## src/rtl/smi_stat_pkg.sv

```systemverilog
package smi_stat_pkg;

    // bit positions decoded by firmware
    localparam int S1_PPORT = 1;
    localparam int S1_SER2  = 2;
    localparam int S1_SER1  = 3;
    localparam int S1_FDC   = 4;
    localparam int S1_WDT   = 7;
    localparam int S2_MOUSE = 0;
    localparam int S2_KBD   = 1;
    localparam int S2_IR    = 2;
    localparam int S2_KBC   = 4;

    typedef struct packed {
        logic wdt;
        logic fdc;
        logic ser1;
        logic ser2;
        logic pport;
    } grp1_t;

    typedef struct packed {
        logic kbc;
        logic kbd;
        logic mouse;
    } grp2_t;

    typedef struct packed {
        grp1_t g1;
        grp2_t g2;
    } lvl_t;

    function automatic logic [7:0] pack_stat1(grp1_t g);
        logic [7:0] b;
        b = 8'h00;
        b[S1_PPORT] = g.pport;
        b[S1_SER2]  = g.ser2;
        b[S1_SER1]  = g.ser1;
        b[S1_FDC]   = g.fdc;
        b[S1_WDT]   = g.wdt;
        return b;
    endfunction

    function automatic logic [7:0] pack_stat2(grp2_t g, logic ir);
        logic [7:0] b;
        b = 8'h00;
        b[S2_MOUSE] = g.mouse;
        b[S2_KBD]   = g.kbd;
        b[S2_IR]    = ir;
        b[S2_KBC]   = g.kbc;
        return b;
    endfunction

endpackage

```

## src/rtl/smi_ir_edge.sv

```systemverilog
module smi_ir_edge #(
    parameter int SYNC_STAGES = 2
) (
    input  logic clk,
    input  logic rst_n,
    input  logic rx_a,
    input  logic rx_b,
    input  logic sel,
    output logic edge_o
);
    localparam int CNT_W = $clog2(SYNC_STAGES + 2);
    localparam logic [CNT_W-1:0] FILL_DONE = CNT_W'(SYNC_STAGES + 1);

    typedef struct packed {
        logic [SYNC_STAGES-1:0] sync;
        logic                   prev;
        logic [CNT_W-1:0]       fill;
    } st_t;

    st_t st_d, st_q;
    logic rx_mux;

    always_comb begin
        rx_mux       = sel ? rx_b : rx_a;
        st_d         = st_q;
        st_d.sync    = {st_q.sync[SYNC_STAGES-2:0], rx_mux};
        st_d.prev    = st_q.sync[SYNC_STAGES-1];
        if (st_q.fill != FILL_DONE) begin
            st_d.fill = st_q.fill + 1'b1;
        end
        edge_o = (st_q.fill == FILL_DONE) &&
                 (st_q.sync[SYNC_STAGES-1] != st_q.prev);
    end

    always_ff @(posedge clk or negedge rst_n) begin
        if (!rst_n) begin
            st_q <= '0;
        end else begin
            st_q <= st_d;
        end
    end
endmodule

```

## src/rtl/smi_ir_latch.sv

```systemverilog
module smi_ir_latch (
    input  logic clk,
    input  logic rst_n,
    input  logic set_i,
    input  logic clr_i,
    output logic flag_o
);
    typedef struct packed {
        logic flag;
    } st_t;

    st_t st_d, st_q;

    always_comb begin
        st_d = st_q;
        if (set_i) begin
            st_d.flag = 1'b1;      // set wins over a simultaneous clear
        end else if (clr_i) begin
            st_d.flag = 1'b0;
        end
        flag_o = st_q.flag;
    end

    always_ff @(posedge clk or negedge rst_n) begin
        if (!rst_n) begin
            st_q <= '0;
        end else begin
            st_q <= st_d;
        end
    end
endmodule

```

## src/rtl/smi_read_mux.sv

```systemverilog
module smi_read_mux #(
    parameter int                IDX_W     = 8,
    parameter logic [IDX_W-1:0]  STAT1_IDX = 8'h16,
    parameter logic [IDX_W-1:0]  STAT2_IDX = 8'h17
) (
    input  logic [7:0]       stat1,
    input  logic [7:0]       stat2,
    input  logic             rd_stb,
    input  logic [IDX_W-1:0] rd_idx,
    output logic [7:0]       rd_data,
    output logic             hit2
);
    always_comb begin
        rd_data = 8'h00;
        hit2    = 1'b0;
        if (rd_stb) begin
            if (rd_idx == STAT1_IDX) begin
                rd_data = stat1;
            end else if (rd_idx == STAT2_IDX) begin
                rd_data = stat2;
                hit2    = 1'b1;
            end
        end
    end
endmodule

```

## src/rtl/smi_status_regs.sv

```systemverilog
module smi_status_regs
    import smi_stat_pkg::*;
#(
    parameter int                IDX_W       = 8,
    parameter logic [IDX_W-1:0]  STAT1_IDX   = 8'h16,
    parameter logic [IDX_W-1:0]  STAT2_IDX   = 8'h17,
    parameter int                SYNC_STAGES = 2
) (
    input  logic             clk,
    input  logic             rst_n,
    input  logic             pport_active,
    input  logic             pport_ack,
    input  logic             ser2_irq,
    input  logic             ser1_irq,
    input  logic             fdc_irq,
    input  logic             wdt_irq,
    input  logic             mouse_irq,
    input  logic             kbd_irq,
    input  logic             kbc_aux,
    input  logic             ir_rx_a,
    input  logic             ir_rx_b,
    input  logic             ir_rx_sel,
    input  logic             rd_stb,
    input  logic [IDX_W-1:0] rd_idx,
    output logic [7:0]       rd_data
);
    lvl_t lvl_d, lvl_q;
    logic ir_edge;
    logic ir_flag;
    logic hit2;
    logic [7:0] stat1, stat2;

    // level mirrors, sampled once per clock
    always_comb begin
        lvl_d.g1.pport = pport_active ? pport_ack : 1'b1;
        lvl_d.g1.ser2  = ser2_irq;
        lvl_d.g1.ser1  = ser1_irq;
        lvl_d.g1.fdc   = fdc_irq;
        lvl_d.g1.wdt   = wdt_irq;
        lvl_d.g2.mouse = mouse_irq;
        lvl_d.g2.kbd   = kbd_irq;
        lvl_d.g2.kbc   = kbc_aux;
        stat1 = pack_stat1(lvl_q.g1);
        stat2 = pack_stat2(lvl_q.g2, ir_flag);
    end

    always_ff @(posedge clk or negedge rst_n) begin
        if (!rst_n) begin
            lvl_q <= '0;
        end else begin
            lvl_q <= lvl_d;
        end
    end

    smi_ir_edge #(.SYNC_STAGES(SYNC_STAGES)) u_edge (
        .clk    (clk),
        .rst_n  (rst_n),
        .rx_a   (ir_rx_a),
        .rx_b   (ir_rx_b),
        .sel    (ir_rx_sel),
        .edge_o (ir_edge)
    );

    smi_ir_latch u_latch (
        .clk    (clk),
        .rst_n  (rst_n),
        .set_i  (ir_edge),
        .clr_i  (hit2),
        .flag_o (ir_flag)
    );

    smi_read_mux #(
        .IDX_W     (IDX_W),
        .STAT1_IDX (STAT1_IDX),
        .STAT2_IDX (STAT2_IDX)
    ) u_mux (
        .stat1   (stat1),
        .stat2   (stat2),
        .rd_stb  (rd_stb),
        .rd_idx  (rd_idx),
        .rd_data (rd_data),
        .hit2    (hit2)
    );
endmodule

```

## config.mk

```make
export PLATFORM = sky130hd
export DESIGN_NAME = smi_status_regs
export DESIGN_NICKNAME = d
export VERILOG_FILES = /design/src/rtl/smi_stat_pkg.sv /design/src/rtl/smi_ir_edge.sv /design/src/rtl/smi_ir_latch.sv /design/src/rtl/smi_read_mux.sv /design/src/rtl/smi_status_regs.sv
export SDC_FILE = /design/constraint.sdc
export NUM_CORES = 1
export LEC_CHECK = 0
export BUFFER_PORTS_ARGS = -buffer_cell sky130_fd_sc_hd__buf_4
export CORE_MARGIN = 1
export CORE_UTILIZATION = 37
export DETAILED_ROUTE_END_ITERATION = 16
export GPL_ROUTABILITY_DRIVEN = 0
export HOLD_SLACK_MARGIN = 0.02
export PLACE_DENSITY_LB_ADDON = 0.2
export SYNTH_ARGS = -nofsm -noshare
export SYNTH_HDL_FRONTEND = slang
export SYNTH_SLANG_ARGS = --single-unit
export TNS_END_PERCENT = 30
```

## constraint.sdc

```tcl
create_clock -name clk -period 1 [get_ports clk]
set_input_delay 0.1 -clock clk [delete_from_list [all_inputs] [get_ports clk]]
set_output_delay 0.1 -clock clk [all_outputs]
set_load 0.03 [all_outputs]
```

==> key figures, run 1 <==
Die
  • Die W: 40.6 um
  • Die area: 0.00165 mm2
  • # rows: 13
  • IO Count: 31
  • Die extent in y: 40.6 um
  • Placeable Area: 0.00135 mm2
  • Initial Util: 40.8%

Synthesis
  • Sequential fraction of the synthesis area: 63.6%
  • Mean Syn Cell Area: 13.8 um2
  • Adder-cell area share of the yosys netlist: 2.27%
  • Mapped Cells: 40
  • Post-synthesis xor/xnor area fraction: 3.18%
  • Simple-Gate Fraction of Synth Area: 14.1%
  • Synth warn: 0
  • Mapped cell area: 551 um2
  • Compound-Gate Fraction of Synth Area: 1.82%
  • Synth Register Bits: 14
  • Count of cell types in the netlist: 18
  • Largest family of logic cells by synthesized area: simple AND/OR/NAND/NOR gates
  • Mux cell area share after synthesis: 9.55%

Power and ir drop
  • Switching Share: 20.8%
  • Clock network fraction of total power: 33.5%
  • Worst vdd ir: 957 uV
  • Power share of the combinational group: 14.7%
  • PnR Total Power: 1.16 mW
  • Flop pwr share: 51.8%
  • P_int: 0.916 mW
  • Power per cell area: 1130 mW/mm2
  • Sw Pwr: 0.241 mW
  • Leakage: 0.478 nW

Finish
  • Final core utilization: 75.7%
  • Final instance area: 0.00102 mm2
  • Commonest non-fill, non-tap cells in the layout: buf_4 (24), dfrtp_1 (14), dlygate4sd3_1 (10), buf_6 (8)
  • P&R area growth vs syn: 85.7%
  • Layout cell share with drive strength beyond 1: 56.0%
  • Antenna diodes: 0
  • Nets: 109
  • Most common cell after layout, fill and taps aside: buf_4

Global routing
  • GRT Total Usage: 19.2%
  • Largest net degree at the start of global routing: 15
  • Global-route wire length before repair: 1930 um
  • Initial antenna violation count: 0
  • Vias in the first global route: 466
  • Total gr overflow: 0

Routing
  • DRT antenna net count: 0
  • Final wirelength: 1290 um
  • DR DRC count: 0
  • Iter 0 DRT Violations: 2
  • Via count of the routed design: 451
  • Via/cell ratio: 4.56
  • Drt pass-1 iters: 2
  • Drt wl/cell: 13.0 um

Timing
  • Tcrit/Tclk final: 127%
  • Final hold vios: 0
  • Endpoints failing setup: 8
  • Clock skew: 0.000405 ns
  • RSZ-0062 raised after global routing: true
  • Setup TNS Final: -1.50 ns
  • PnR worst setup slack: -0.271 ns
  • Min cycle time layout: 1.27 ns
  • Max Freq: 0.787 GHz
  • Final Max Tran Viols: 0

Job
  • Number of max-cap violations: 0

Placed design
  • DPL Wire Length: 804 um
  • Pre-CTS WS: -0.335 ns
  • PortBufs: 28
  • Placement Cell Area: 838 um2

Critical path
  • Crit-path max FO: 7
  • CP max-delay cell: nor4b_4
  • WS Path Type: in2out
  • Most frequent CP cell: buf_6
  • Arrival time at the worst endpoint: 1.17 ns
  • Worst-path cell chain: buf_6 -> nor4b_4 -> nand4_4 -> nor3b_4 -> buf_6
  • Flop2flop setup slack: -0.03 ns
  • R2R cell count: 2
  • Startpoint type of the worst setup path: input pin
  • Reg2reg end: u_edge.st_q[1]
  • Reg2reg start: u_edge.st_q[1]
  • Req. time, crit path: 0.90 ns
  • Max incr delay on CP: 0.32 ns
  • CP bufs+invs: 2
  • CP Capture Type: primary output
  • Family with the most delay on the worst path: simple AND/OR/NAND/NOR gates

Run status
  • Outcome: finished with violations
  • Failing checks: setup timing

Hold path
  • Min-Delay Endpoint: u_edge.st_d[4]
  • Min-delay src: ir_rx_a
  • Worst hold path class: in2reg
  • Hold depth: 2

Clocking
  • Clk_lat worst skew: 0.27 ns
  • CTS HTree Levels: 1
  • Reg clk slew, reported paths: 0.08 ns
  • Root buffer cell: clkbuf_4
  • Clock Sink Count: 14
  • CTS tree: built
  • CTS Buf Count: 3
  • Clock buffer depth: 2
==> cells in the mapped netlist <==
cell / instances / share of area [%]
inv_1: 2 / 1.4
nor2_1: 3 / 2.0
a221o_1: 1 / 1.8
nor4b_2: 1 / 2.7
mux2_2: 2 / 4.1
nor2b_1: 2 / 2.3
nand4_2: 1 / 2.3
ha_1: 1 / 2.3
buf_4: 2 / 2.7
xnor2_1: 1 / 1.6
conb_1: 1 / 0.68
nand2b_1: 1 / 1.1
clkbuf_1: 1 / 0.68
nor3_1: 1 / 0.91
xor2_1: 1 / 1.6
nor3b_1: 2 / 2.7
dfrtp_1: 14 / 64
mux2i_1: 3 / 5.5
==> kinds of logic after synthesis <==
group | Yosys count
buffers and inverters | 5
AOI/OAI and AO/OA | 1
muxes | 5
other | 1
xor gates and xnor gates | 2
and+or+nand+nor | 11
adders and majority gates | 1
DFF | 14
==> per-layer routing <==
layer	wire length, um	GRT usage, %	up-vias
met5	0	0	-
met4	4	7.50	0
met3	61	1.67	2
met2	843	41.7	21
met1	376	16.8	211
li1	-	-	217
==> cell type report <==
cell class / count / area [um2]
multi-input combinational: 22 / 239
fill: 95 / 328
sequential: 14 / 350
clock buffer: 4 / 36.3
tap: 15 / 18.8
inverter: 2 / 7.51
timing repair buffer: 42 / 370
==> through the flow <==
step	hold WS, ns	instances
global placement	-0.0499	83
finish	0.0591	99
detailed placement	-0.0471	83
CTS	0.0411	98
global route	0.0336	99
floorplan	-0.196	41
==> power by group through the flow <==
| stage | Combinational, mW | Sequential (mW) | Clock (mW) |
|---|---|---|---|
| floorplan | 0.0562 | 0.609 | 0 |
| global placement | 0.131 | 0.610 | 0 |
| detailed placement | 0.135 | 0.611 | 0 |
| CTS | 0.169 | 0.599 | 0.409 |
| global route | 0.181 | 0.603 | 0.443 |
| finish | 0.170 | 0.600 | 0.388 |
==> how the worst max path moves through the flow <==
stage	slack, ns	cells past startpoint	to	from
after floorplan	-0.11	3	rd_data[3]	rd_idx[7]
after global placement	-0.25	5	rd_data[3]	rd_idx[7]
after detailed placement	-0.33	5	rd_data[3]	rd_idx[7]
after CTS	-0.32	5	rd_data[3]	rd_idx[5]
after global routing	-0.32	5	rd_data[3]	rd_idx[6]
final	-0.27	5	rd_data[3]	rd_idx[6]
==> flip-flops by register name, summed over array words and instances (netlist names) <==
signal,cells
u_edge.st_q,3
u_latch.flag_o,1
lvl_q,8
u_edge.st_d,2
==> what timing repair did <==
item	CTS	global route
endpoints found under the hold margin	22	0
hold buffers	10	0
pin swaps	7	3
gates resized for setup	8	1
endpoints found under the setup margin	8	9
setup buffers	1	1
No activity file was read; power rests on OpenSTA's default activity.
==> inputs of run 2 (changes only) <==
--- a/config.mk
+++ b/config.mk
@@ -6,8 +6,10 @@
 export NUM_CORES = 1
 export LEC_CHECK = 0
 export BUFFER_PORTS_ARGS = -buffer_cell sky130_fd_sc_hd__buf_4
+export CELL_PAD_IN_SITES_DETAIL_PLACEMENT = 2
+export CELL_PAD_IN_SITES_GLOBAL_PLACEMENT = 2
 export CORE_MARGIN = 1
-export CORE_UTILIZATION = 37
+export CORE_UTILIZATION = 22
 export DETAILED_ROUTE_END_ITERATION = 16
 export GPL_ROUTABILITY_DRIVEN = 0
 export HOLD_SLACK_MARGIN = 0.02
==> key figures, run 2 (synthesis results as in run 1) <==
Clocking
  • CTS Buf Count: 3 (unchanged)
  • Post-CTS setup buffers: 0 (was 1)
  • Reg clk slew, reported paths: 0.08 ns (about the same)
  • Clk_lat worst skew: 0.27 ns (about the same)
  • CTS tree: built (unchanged)
  • Clock Sink Count: 14 (unchanged)
  • CTS HTree Levels: 1 (unchanged)
  • Root buffer cell: clkbuf_4 (unchanged)
  • Clock buffer depth: 2 (unchanged)

Finish
  • Layout cell share with drive strength beyond 1: 54.9% (was 56.0%)
  • Reg with most FFs: lvl_q (unchanged)
  • P&R area growth vs syn: 87.7% (was 85.7%)
  • Commonest non-fill, non-tap cells in the layout: buf_4 (22), dfrtp_1 (14), dlygate4sd3_1 (10), buf_6 (8) (was buf_4 (24), dfrtp_1 (14), dlygate4sd3_1 (10), buf_6 (8))
  • Max reg flops: 8 (unchanged)
  • Final instance area: 0.00103 mm2 (was 0.00102 mm2)
  • Nets: 107 (was 109)
  • Fill cells: 230 (was 95)
  • Antenna diodes: 0 (unchanged)
  • Most common cell after layout, fill and taps aside: buf_4 (unchanged)

Routing
  • Iter 0 DRT Violations: 0 (was 2)
  • Drt pass-1 iters: 1 (was 2)
  • Drt wl/cell: 11.0 um (was 13.0 um)
  • Via count of the routed design: 463 (was 451)
  • DRT antenna net count: 0 (unchanged)
  • DR DRC count: 0 (unchanged)
  • Final wirelength: 1210 um (was 1290 um)
  • Via/cell ratio: 4.21 (was 4.56)

Critical path
  • Arrival time at the worst endpoint: 1.13 ns (was 1.17 ns)
  • CP max-delay cell: nor4b_4 (unchanged)
  • Crit-path max FO: 7 (unchanged)
  • Max incr delay on CP: 0.30 ns (was 0.32 ns)
  • Flop2flop setup slack: -0.02 ns (was -0.03 ns)
  • CP Capture Type: primary output (unchanged)
  • Req. time, crit path: 0.90 ns (about the same)
  • Startpoint type of the worst setup path: input pin (unchanged)
  • Most frequent CP cell: buf_6 (unchanged)
  • WS Path Type: in2out (unchanged)
  • Worst-path cell chain: buf_6 -> nor4b_4 -> nand4_4 -> nor3b_4 -> buf_6 (unchanged)

Global routing
  • Vias in the first global route: 497 (was 466)
  • Global-route wire length before repair: 1940 um (was 1930 um)
  • GRT Total Usage: 10.1% (was 19.2%)
  • Total gr overflow: 0 (unchanged)
  • Initial antenna violation count: 0 (unchanged)
  • Largest net degree at the start of global routing: 15 (unchanged)

Power and ir drop
  • Leakage: 0.472 nW (was 0.478 nW)
  • Switching Share: 21.4% (was 20.8%)
  • Worst vdd ir: 561 uV (was 957 uV)
  • Clock network fraction of total power: 34.3% (was 33.5%)
  • Power per cell area: 1130 mW/mm2 (about the same)
  • Flop pwr share: 51.4% (was 51.8%)
  • P_int: 0.916 mW (about the same)
  • Sw Pwr: 0.249 mW (was 0.241 mW)
  • Power share of the combinational group: 14.3% (was 14.7%)
  • PnR Total Power: 1.16 mW (about the same)

Run status
  • Failing checks: setup timing (unchanged)
  • Outcome: finished with violations (unchanged)

Die
  • Die W: 52.0 um (was 40.6 um)
  • Die extent in y: 52.0 um (was 40.6 um)
  • Initial Util: 24.2% (was 40.8%)
  • Die area: 0.00271 mm2 (was 0.00165 mm2)
  • # rows: 17 (was 13)
  • Placeable Area: 0.00228 mm2 (was 0.00135 mm2)
  • IO Count: 31 (unchanged)

Timing
  • Final Max Tran Viols: 0 (unchanged)
  • Final hold slack: 0.0615 ns (was 0.0591 ns)
  • Endpoints failing setup: 7 (was 8)
  • Setup TNS Final: -1.05 ns (was -1.50 ns)
  • RSZ-0062 raised after global routing: true (unchanged)
  • Min cycle time layout: 1.23 ns (was 1.27 ns)
  • PnR worst setup slack: -0.227 ns (was -0.271 ns)
  • Max Freq: 0.815 GHz (was 0.787 GHz)
  • Tcrit/Tclk final: 123% (was 127%)
  • Final hold vios: 0 (unchanged)
  • Clock skew: 0.00453 ns (was 0.000405 ns)

Placed design
  • Pre-CTS WS: -0.287 ns (was -0.335 ns)
  • DPL Wire Length: 862 um (was 804 um)
  • PortBufs: 28 (unchanged)
  • Placement Cell Area: 855 um2 (was 838 um2)

Job
  • Number of max-cap violations: 0 (unchanged)

Hold path
  • Worst hold path class: in2reg (unchanged)
## run 2: cell count changes in the layout (fill, tap and decap cells not counted), sizes merged
cell,before,now
buf,32,30
## run 2: layer usage
metal | vias up | part of all wire, % | global-route usage [%]
met5 | - | 0 | 0
met2 | 22 | 59 | 19.0
li1 | 212 | - | -
met3 | 0 | 8.7 | 2.05
met1 | 229 | 32 | 10.1
met4 | 0 | 0 | 5.41
## run 2: worst max-delay path, delay by kind of cell
kind	cells	cell delay (ns)
buf+inv	2	0.24
simple gates	3	0.77
## run 2: repair_timing
action	CTS	global route
hold buffers	10	0
endpoints found under the hold margin	22	0
pin swaps	8	2
setup endpoints to repair	9	8
gates resized for setup	10	0
## run 2: final timing paths
kind	from	endpoint	cells after the start
worst max-delay path	rd_idx[5]	rd_data[3]	5
worst min-delay path	ir_rx_a	u_edge.st_d[4]	2
worst max register to register	u_edge.st_q[1]	u_edge.st_q[1]	2
worst min register to register	u_edge.st_d[4]	u_edge.st_d[2]	0
max in group asynchronous	rst_n	u_edge.st_q[0]	2
min in group asynchronous	rst_n	lvl_q[3]	2
## run 2: area by class of cell
type / count / area (um2) / area share (%)
clock buffers: 4 / 36.3 / 3.51
inverters: 2 / 7.51 / 0.726
repair buffers: 40 / 355 / 34.4
flip-flops and latches: 14 / 350 / 33.9
multi-input cells: 22 / 249 / 24.1
well taps: 28 / 35.0 / 3.39
## run 2: metrics by stage
stage | std cells | util (%)
finish | 110 | 45.4
CTS | 110 | 45.4
global route | 110 | 45.4
detailed placement | 96 | 37.5
global placement | 96 | 37.5
floorplan | 41 | -
## run 2: power groups by stage
| stage | Clock (mW) | Combinational, mW | Sequential (mW) |
|---|---|---|---|
| 2_1_floorplan | 0 | 0.0562 | 0.609 |
| 3_3_place_gp | 0 | 0.133 | 0.611 |
| 3_5_place_dp | 0 | 0.136 | 0.611 |
| 4_1_cts | 0.423 | 0.169 | 0.600 |
| 5_1_grt | 0.445 | 0.180 | 0.602 |
| 6_report | 0.399 | 0.167 | 0.599 |
